===== src/rtl/match_timer.sv =====
module match_timer #(
  parameter int AW = 8,
  parameter int DW = 32,
  parameter int MW = 2
) (
  input  logic          clk,
  input  logic          rst_n,
  input  logic [AW-1:0] addr,
  input  logic          wr_en,
  input  logic [DW-1:0] wr_data,
  output logic [DW-1:0] rd_data,
  output logic          irq
);
  localparam logic [AW-1:0] OFF_FLAG = AW'(8'h00);
  localparam logic [AW-1:0] OFF_CTRL = AW'(8'h04);
  localparam logic [AW-1:0] OFF_CNT  = AW'(8'h08);
  localparam logic [AW-1:0] OFF_PRE  = AW'(8'h0C);
  localparam logic [AW-1:0] OFF_ACT  = AW'(8'h14);
  localparam logic [AW-1:0] OFF_CMP  = AW'(8'h18);
  localparam logic [AW-1:0] OFF_MODE = AW'(8'h70);

  logic          run, hold, flag;
  logic [DW-1:0] count, pre, pcnt, cmp;
  logic [2:0]    act;
  logic [MW-1:0] mode;

  wire tick     = run & ~hold & (mode == '0);
  wire step     = tick & (pcnt >= pre);
  wire at_cmp   = (count == cmp);
  wire do_rst   = step & at_cmp & act[1];
  wire do_stop  = step & at_cmp & act[2];
  wire [DW-1:0] cnt_nxt = do_rst ? '0 : (do_stop ? count : count + 1'b1);
  wire hit      = step & act[0] & ~do_stop & (cnt_nxt == cmp);
  wire wsel_flag = wr_en & (addr == OFF_FLAG);
  wire wsel_ctrl = wr_en & (addr == OFF_CTRL);
  wire wsel_cnt  = wr_en & (addr == OFF_CNT);

  assign irq = flag;

  always_ff @(posedge clk) begin
    if (!rst_n) begin
      run  <= 1'b0;
      hold <= 1'b0;
    end else if (wsel_ctrl) begin
      run  <= wr_data[0];
      hold <= wr_data[1];
    end else if (do_stop) begin
      run  <= 1'b0;
    end
  end

  always_ff @(posedge clk) begin
    if (!rst_n) begin
      count <= '0;
      pcnt  <= '0;
    end else if (hold) begin
      count <= '0;
      pcnt  <= '0;
    end else begin
      if (wsel_cnt)  count <= wr_data;
      else if (step) count <= cnt_nxt;
      if (tick)      pcnt  <= step ? '0 : pcnt + 1'b1;
    end
  end

  always_ff @(posedge clk) begin
    if (!rst_n) flag <= 1'b0;
    else        flag <= hit | (flag & ~(wsel_flag & wr_data[0]));
  end

  always_ff @(posedge clk) begin
    if (!rst_n) begin
      pre  <= '0;
      act  <= '0;
      cmp  <= '0;
      mode <= '0;
    end else if (wr_en) begin
      case (addr)
        OFF_PRE:  pre  <= wr_data;
        OFF_ACT:  act  <= wr_data[2:0];
        OFF_CMP:  cmp  <= wr_data;
        OFF_MODE: mode <= wr_data[MW-1:0];
        default: ;
      endcase
    end
  end

  always_ff @(posedge clk) begin
    if (!rst_n) rd_data <= '0;
    else begin
      case (addr)
        OFF_FLAG: rd_data <= DW'(flag);
        OFF_CTRL: rd_data <= DW'({hold, run});
        OFF_CNT:  rd_data <= count;
        OFF_PRE:  rd_data <= pre;
        OFF_ACT:  rd_data <= DW'(act);
        OFF_CMP:  rd_data <= cmp;
        OFF_MODE: rd_data <= DW'(mode);
        default:  rd_data <= '0;
      endcase
    end
  end
endmodule


===== config.mk =====
export PLATFORM = sky130hd
export DESIGN_NAME = match_timer
export DESIGN_NICKNAME = d
export VERILOG_FILES = /design/src/rtl/match_timer.sv
export SDC_FILE = /design/constraint.sdc
export NUM_CORES = 1
export LEC_CHECK = 0
export ABC_AREA = 1
export BUFFER_PORTS_ARGS = -buffer_cell sky130_fd_sc_hd__buf_4
export CAP_MARGIN = 5
export CORE_ASPECT_RATIO = 0.5
export CORE_UTILIZATION = 42
export DETAILED_ROUTE_END_ITERATION = 6
export GPL_ROUTABILITY_DRIVEN = 0
export GPL_TIMING_DRIVEN = 0
export PLACE_DENSITY = 0.61
export REMOVE_ABC_BUFFERS = 1
export SKIP_LAST_GASP = 1
export SYNTH_ARGS = -nofsm -noshare
export SYNTH_HDL_FRONTEND = slang
export SYNTH_SLANG_ARGS = --single-unit

===== constraint.sdc =====
create_clock -name clk -period 3.43 [get_ports clk]
set_input_delay 0.343 -clock clk [delete_from_list [all_inputs] [get_ports clk]]
set_output_delay 0.343 -clock clk [all_outputs]
set_load 0.02 [all_outputs]

==> results of run 1 <==
## cell usage after synthesis (2+ instances only)
cell	n
nor3_1	29
o21ai_0	90
clkbuf_2	3
nor2_2	5
nand3_1	72
dfxtp_1	168
nor4_1	7
nor3_2	6
xnor2_1	6
xor2_1	58
nand4_4	2
o21a_1	3
buf_4	4
buf_2	16
a21oi_1	115
o22ai_1	16
o211ai_1	4
nand2_1	347
o21ai_2	9
inv_1	179
a21oi_2	2
clkinv_1	2
buf_6	5
a31oi_1	49
clkbuf_1	43
nand2_2	13
a211oi_1	7
nand4_1	62
nand3_2	2
nor2_1	111
inv_2	4
ha_1	34
buf_1	4
a221oi_1	2
## cell families after synthesis
logic type                 after synthesis  synth area share
adders and majority gates               34           0.04209
AOI/OAI and AO/OA                      301            0.1672
xor gates and xnor gates                64           0.05546
buffers and inverters                  260            0.1041
and+or+nand+nor                        666            0.2983
DFF                                    168            0.3328
## registers in the layout (all words and copies together) (netlist names), 2 cells and up
| register | cells |
|---|---|
| rd_data | 32 |
| mode | 2 |
| pcnt | 32 |
| count | 32 |
| act | 3 |
| cmp | 32 |
| pre | 32 |
## worst min-delay path by stage
stage | cells past startpoint | slack, ns | start | to
after floorplan | 2 | 0.44 | act[0]$_SDFFE_PN0P_ | act[0]$_SDFFE_PN0P_
after global placement | 2 | 0.47 | pcnt[0]$_SDFFE_PP0P_ | pcnt[0]$_SDFFE_PP0P_
after detailed placement | 2 | 0.47 | pre[12]$_SDFFE_PN0P_ | rd_data[12]$_SDFF_PN0_
after CTS | 3 | 0.19 | wr_data[12] | count[12]$_SDFFE_PP0P_
after global routing | 3 | 0.19 | wr_data[23] | count[23]$_SDFFE_PP0P_
final | 3 | 0.20 | wr_data[30] | count[30]$_SDFFE_PP0P_
## layout make-up
cell class                 instances  area, um2
inverter                         185      703.2
antenna                            1      2.502
multi-input combinational       1074       5932
fill                            2268      11540
timing repair buffer              91      755.7
sequential                       168       3363
clock buffer                      22      474.2
clock inverter                     8      73.82
tap                              307      384.1
## power by group through the flow
stage | logic (mW) | clock network (mW) | registers [mW]
finish | 0.172 | 1.87 | 1.96
CTS | 0.163 | 1.88 | 1.96
global placement | 0.141 | 0 | 2.00
global route | 0.182 | 1.97 | 1.95
detailed placement | 0.146 | 0 | 2.00
floorplan | 0.0565 | 0 | 2.00
## layer usage
| layer | vias to the layer above | track usage | wire [um] |
|---|---|---|---|
| li1 | 5068 | - | - |
| met1 | 4951 | 0.4072 | 16250 |
| met2 | 581 | 0.4175 | 14490 |
| met4 | 0 | 0.08019 | 461 |
| met5 | - | 0 | 0 |
| met3 | 45 | 0.06255 | 3967 |
## tightest hold or removal path: stages
cell	delay [ns]
buf_4	0.12
nand2_1	0.05
a31oi_1	0.07
## metrics by stage
step	utilization	total power, mW	worst slack, ns	area, um2	setup TNS (ns)
2_1_floorplan	-	2.055	-0.8062	9749	-44.04
3_3_place_gp	0.4605	2.140	-5.453	10700	-441.79
3_5_place_dp	0.4667	2.146	-0.8441	10840	-27.50
4_1_cts	0.5001	4.000	-0.007794	11620	-0.01544
5_1_grt	0.5031	4.109	-0.1793	11690	-0.1816
6_report	0.5032	3.994	0.05703	11690	0
## repair_timing
item	4_1_cts	5_1_grt
setup endpoints to repair	33	80
gates cloned	7	2
resized for setup	13	12
pin swaps	5	2
setup buffers	10	0
==> flow_summary_export.csv, run 1 <==
group,metric,value,unit
setup_path,r2r_cells,23,
setup_path,cp_num_cells,23,
sta,worst_hold_slack,0.1983,ns
synth,postSynth.asyncResetShare,0,
clock_tree,clock_sinks,168,
pwr,p_leak,4.441,nW
setup_path,cpMostUsedCell,"nand2_1",
pwr,swShare,0.2348,
layout,drive_gt1_frac,0.1279,
clock_tree,h-tree-depth,4,
route,drt_wl_total,35170,um
sta,period_minus_slack,3.373,ns
floorplan,die_area,24730,um2
synth,synth.top_cell.area_share,0.3328,
flow_run,maxCapViolations,0,
floorplan,core_area,23230,um2
floorplan,start_util,0.4351,
synth,synth_edf_count,0,
layout,area_growth,15.65,%
clock_tree,path_clk_slew,0.07,ns
pwr,p_switching,0.9375,mW
sta,setup_violations,0,
grt,grt_use_total,0.2819,
synth,netlist_instances,1493,
setup_path,rr_startpoint,"pre[6]$_SDFFE_PN0P_",
min_path,min_path_type,"in2reg",
route,route.detailed.drc,0,
pwr,p_int,3.056,mW
place,post-place-cells,1806,
synth,synth-seq-area-share,0.3328,
route,drtPass1Iterations,6,
synth,avgSynthCellArea,6.770,um2
setup_path,arrival,3.74,ns
pwr,combPwrFrac,0.043,
setup_path,crit_start,"pre[6]$_SDFFE_PN0P_",
synth,synth_top_cell_by_area,"dfxtp_1",
floorplan,die_x,221.4,um
pwr,powerDensity,341.7,nW/um2
grt,grt_pass1_vias,9611,
floorplan,io_pins,76,
route,wl_per_cell,18.95,um
setup_path,cp_num_buf_inv,3,
grt,grt_max_degree,69,
grt,overflow,0,
synth,ys_seq_elements,168,
floorplan,die_h,111.7,um
route,vias_per_cell,5.735,
place,io_buffers,75,
setup_path,worstSetupEndpoint,"irq$_SDFF_PN0_",
sta,min_period_over_period,0.9834,
clock_tree,cts_hold_buf,0,
clock_tree,cts_root_buffer,"clkbuf_16",
sta,worst_pin_slew,1.122,ns
pwr,ir_drop,0.0003302,V
layout,instances_no_fill,1856,
layout,final_cell_mix,"nand2_1, inv_1, dfxtp_1, a21oi_1, nor2_1",
synth,ys_warn_count,0,
clock_tree,cts_buffers,17,
setup_path,endpoint_kind,"register",
route,drt.antenna.violating_nets,0,
setup_path,required,3.80,ns
synth,synth.distinct_cells,48,
pwr,power_frac_seq,0.490,
setup_path,start_kind,"register",
sta,max_slew_margin,0.2509,
setup_path,crit_type,"reg2reg",
sta,drv_slew,0,
place,dp_hpwl,23930,um
clock_tree,cts_tree,"built",
grt,grt_pass1_wl,54060,um
sta,fmax,0.2965,GHz
floorplan,num_rows,39,
setup_path,crit_family,"simple AND/OR/NAND/NOR gates",
setup_path,path_cells,"inv_1 > ha_1 > nand2_1 > inv_1 > nand2_1 > nor2_1 > nor2_1 > nand2_1 > nand2_1 > nand2_1 > nand2_2 > a21oi_4 > buf_12 > nand3_4 > nand3_1 > nor2_1 > nor2_1 > nand2_1 > nor2_1 > nand2_1 > nor2_1 > nand2_1 > a21oi_2",
setup_path,slowest_delay,0.34,ns
synth,synth-main-ff-cell,"dfxtp_1",
sta,hold_viol,0,
status,status,"completed",
route,drt-initial-drc-count,1432,
clock_tree,clk_path_buf_depth,2,
setup_path,critPathMaxFanout,23,
synth,syn-cell-area,10110,um2
setup_path,crit_slowest_cell,"ha_1",
clock_tree,clkLatencyLatePin,0.44,ns
layout,final_common_cell,"nand2_1",
synth,synth_area_leaders,"dfxtp_1, nand2_1, inv_1",
setup_path,rrSetupSlack,0.06,ns
layout,nets,1614,
sta,rsz0062_at_grt,"yes",
route,vias,10650,
setup_path,r2r-end,"irq$_SDFF_PN0_",
grt,antenna_found_initial,1,
pwr,p_clk_frac,0.467,
sta,fin_skew,0.009867,ns
Note: power is estimated with default switching activity, not from simulation.
==> run 2, diff against run 1 <==
--- a/config.mk
+++ b/config.mk
@@ -14,7 +14,6 @@
 export GPL_ROUTABILITY_DRIVEN = 0
 export GPL_TIMING_DRIVEN = 0
 export PLACE_DENSITY = 0.61
-export REMOVE_ABC_BUFFERS = 1
 export SKIP_LAST_GASP = 1
 export SYNTH_ARGS = -nofsm -noshare
 export SYNTH_HDL_FRONTEND = slang
==> flow_summary_export.csv, run 2 (synthesis results as in run 1) <==
group,metric,value,unit
status,status,"finished with violations",
status,failed_checks,"DRC",
place,io_buffers,75,
clock_tree,clkLatencyLatePin,0.45,ns
flow_run,maxCapViolations,0,
clock_tree,h-tree-depth,4,
clock_tree,path_clk_slew,0.07,ns
sta,fin_ws,0.1490,ns
layout,antenna_cells,0,
layout,instances_no_fill,1915,
clock_tree,cts_root_buffer,"clkbuf_16",
layout,fin_area,11800,um2
floorplan,die_area,24730,um2
route,route.detailed.drc,5,
route,vias,11070,
layout,nFillCells,2312,
sta,min_period_over_period,0.9566,
route,drt-initial-drc-count,1359,
place,place_area,11050,um2
pwr,p_leak,4.599,nW
setup_path,crit_type,"reg2reg",
sta,tns,0,ns
pwr,powerDensity,344.9,nW/um2
setup_path,required,3.81,ns
route,vias_per_cell,5.778,
layout,area_growth,16.75,%
grt,overflow,0,
clock_tree,cts_hold_buf,0,
pwr,power,4.070,mW
synth,syn_nets,1570,
layout,nets,1672,
route,wl_per_cell,20.70,um
sta,fin_skew,0.009899,ns
floorplan,die_h,111.7,um
sta,period_minus_slack,3.281,ns
layout,final_common_cell,"nand2_1",
sta,worst_pin_slew,0.9129,ns
setup_path,arrival,3.66,ns
floorplan,die_x,221.4,um
floorplan,start_util,0.4351,
grt,antenna_found_initial,0,
pwr,ir_drop,0.0003144,V
route,drtPass1Iterations,7,
clock_tree,cts_tree,"built",
route,drt_wl_total,39640,um
route,drt.antenna.violating_nets,0,
min_path,min_path_type,"in2reg",
grt,grt_pass1_wl,59070,um
grt,top_usage_layer,"met2",
place,dp_hpwl,31120,um
setup_path,critPathMaxFanout,10,
sta,max_slew_margin,0.3914,
setup_path,start_kind,"register",
clock_tree,clock_sinks,168,
layout,drive_gt1_frac,0.1294,
place,place_ws,0.1011,ns
clock_tree,clk_path_buf_depth,2,
place,post-place-cells,1875,
clock_tree,cts_buffers,17,
grt,use_met1,0.4440,
sta,setup_violations,0,
grt,met2_usage,0.4463,
layout,final_cell_mix,"nand2_1, inv_1, dfxtp_1, a21oi_1, nor2_1",
floorplan,core_area,23230,um2
grt,grt_use_total,0.3175,
grt,grt_max_degree,19,
sta,fmax,0.3048,GHz
layout,multiInputGateArea,5751,um2
layout,seq_area,3364,um2
floorplan,io_pins,76,
floorplan,num_rows,39,
setup_path,endpoint_kind,"register",
grt,gr-usage-met3,0.1182,
sta,hold_viol,0,
sta,drv_slew,0,
grt,grt_pass1_vias,10060,
run 2: cell types whose count changed in the layout (fill, tap and decap cells not counted), moves of 4 or more:
cell / delta
nor2_4: -4
buf_2: +14
clkbuf_1: +40
buf_6: +6
buf_1: +4
buf_4: -4
clkbuf_2: +4
nor2_1: +5
inv_6: +5
clkinv_2: -4
run 2: path summary, 6_finish.rpt:
kind / from / to / slack (ns) / depth (start not counted)
max: count[12]$_SDFFE_PP0P_ / irq$_SDFF_PN0_ / 0.15 / 19
min: wr_en / cmp[10]$_SDFFE_PN0P_ / 0.20 / 3
max reg2reg: count[12]$_SDFFE_PP0P_ / irq$_SDFF_PN0_ / 0.15 / 19
min reg2reg: pre[26]$_SDFFE_PN0P_ / pre[26]$_SDFFE_PN0P_ / 0.49 / 2
run 2: layout make-up:
class,count,share of cell area
plain buffers,75,0.03319
clock buffers,17,0.03605
clock inverters,15,0.01294
inverters,185,0.05885
multi-input cells,1066,0.4873
flip-flops and latches,168,0.2851
well taps,307,0.03255
repair buffers,82,0.05397
run 2: timing repair:
item	4_1_cts	5_1_grt
gates resized for setup	0	30
endpoints found under the hold margin	0	0
setup endpoints to repair	0	21
buffers inserted	0	6
run 2: layer usage:
layer	part of all wire	vias to the layer above
met1	0.43	5125
met3	0.15	93
met2	0.40	690
met4	0.026	0
met5	0	-
li1	-	5157
run 2: where the power goes:
| part | leakage (nW) | internal, mW | total, mW | switching (mW) |
|---|---|---|---|---|
| Clock | 0.281 | 0.969 | 1.93 | 0.962 |
| Sequential | 1.35 | 1.95 | 1.95 | 0.00279 |
| Combinational | 2.97 | 0.0583 | 0.185 | 0.127 |
| Total | 4.60 | 2.98 | 4.07 | 1.09 |
run 2: through the flow:
stage	hold slack, ns	util
after floorplan	0.4452	-
after global placement	0.4731	0.4759
after detailed placement	0.4926	0.4759
after CTS	0.1898	0.5008
after global routing	0.2171	0.5080
final	0.2004	0.5080
run 2: worst max-delay path: stages (launching register included):
cell     delay [ns]
dfxtp_2        0.50
inv_2          0.14
nand2_1        0.08
nand2_1        0.05
a21oi_1        0.18
nand3_1        0.10
nor2_1         0.11
nand2_1        0.11
nor2_4         0.24
nand4_4        0.29
buf_6          0.28
nand3_1        0.14
nand3_1        0.21
nand2_1        0.12
nand2_1        0.06
nor2_1         0.10
nand3_1        0.08
nor2_1         0.15
nand2_1        0.13
a21oi_2        0.13
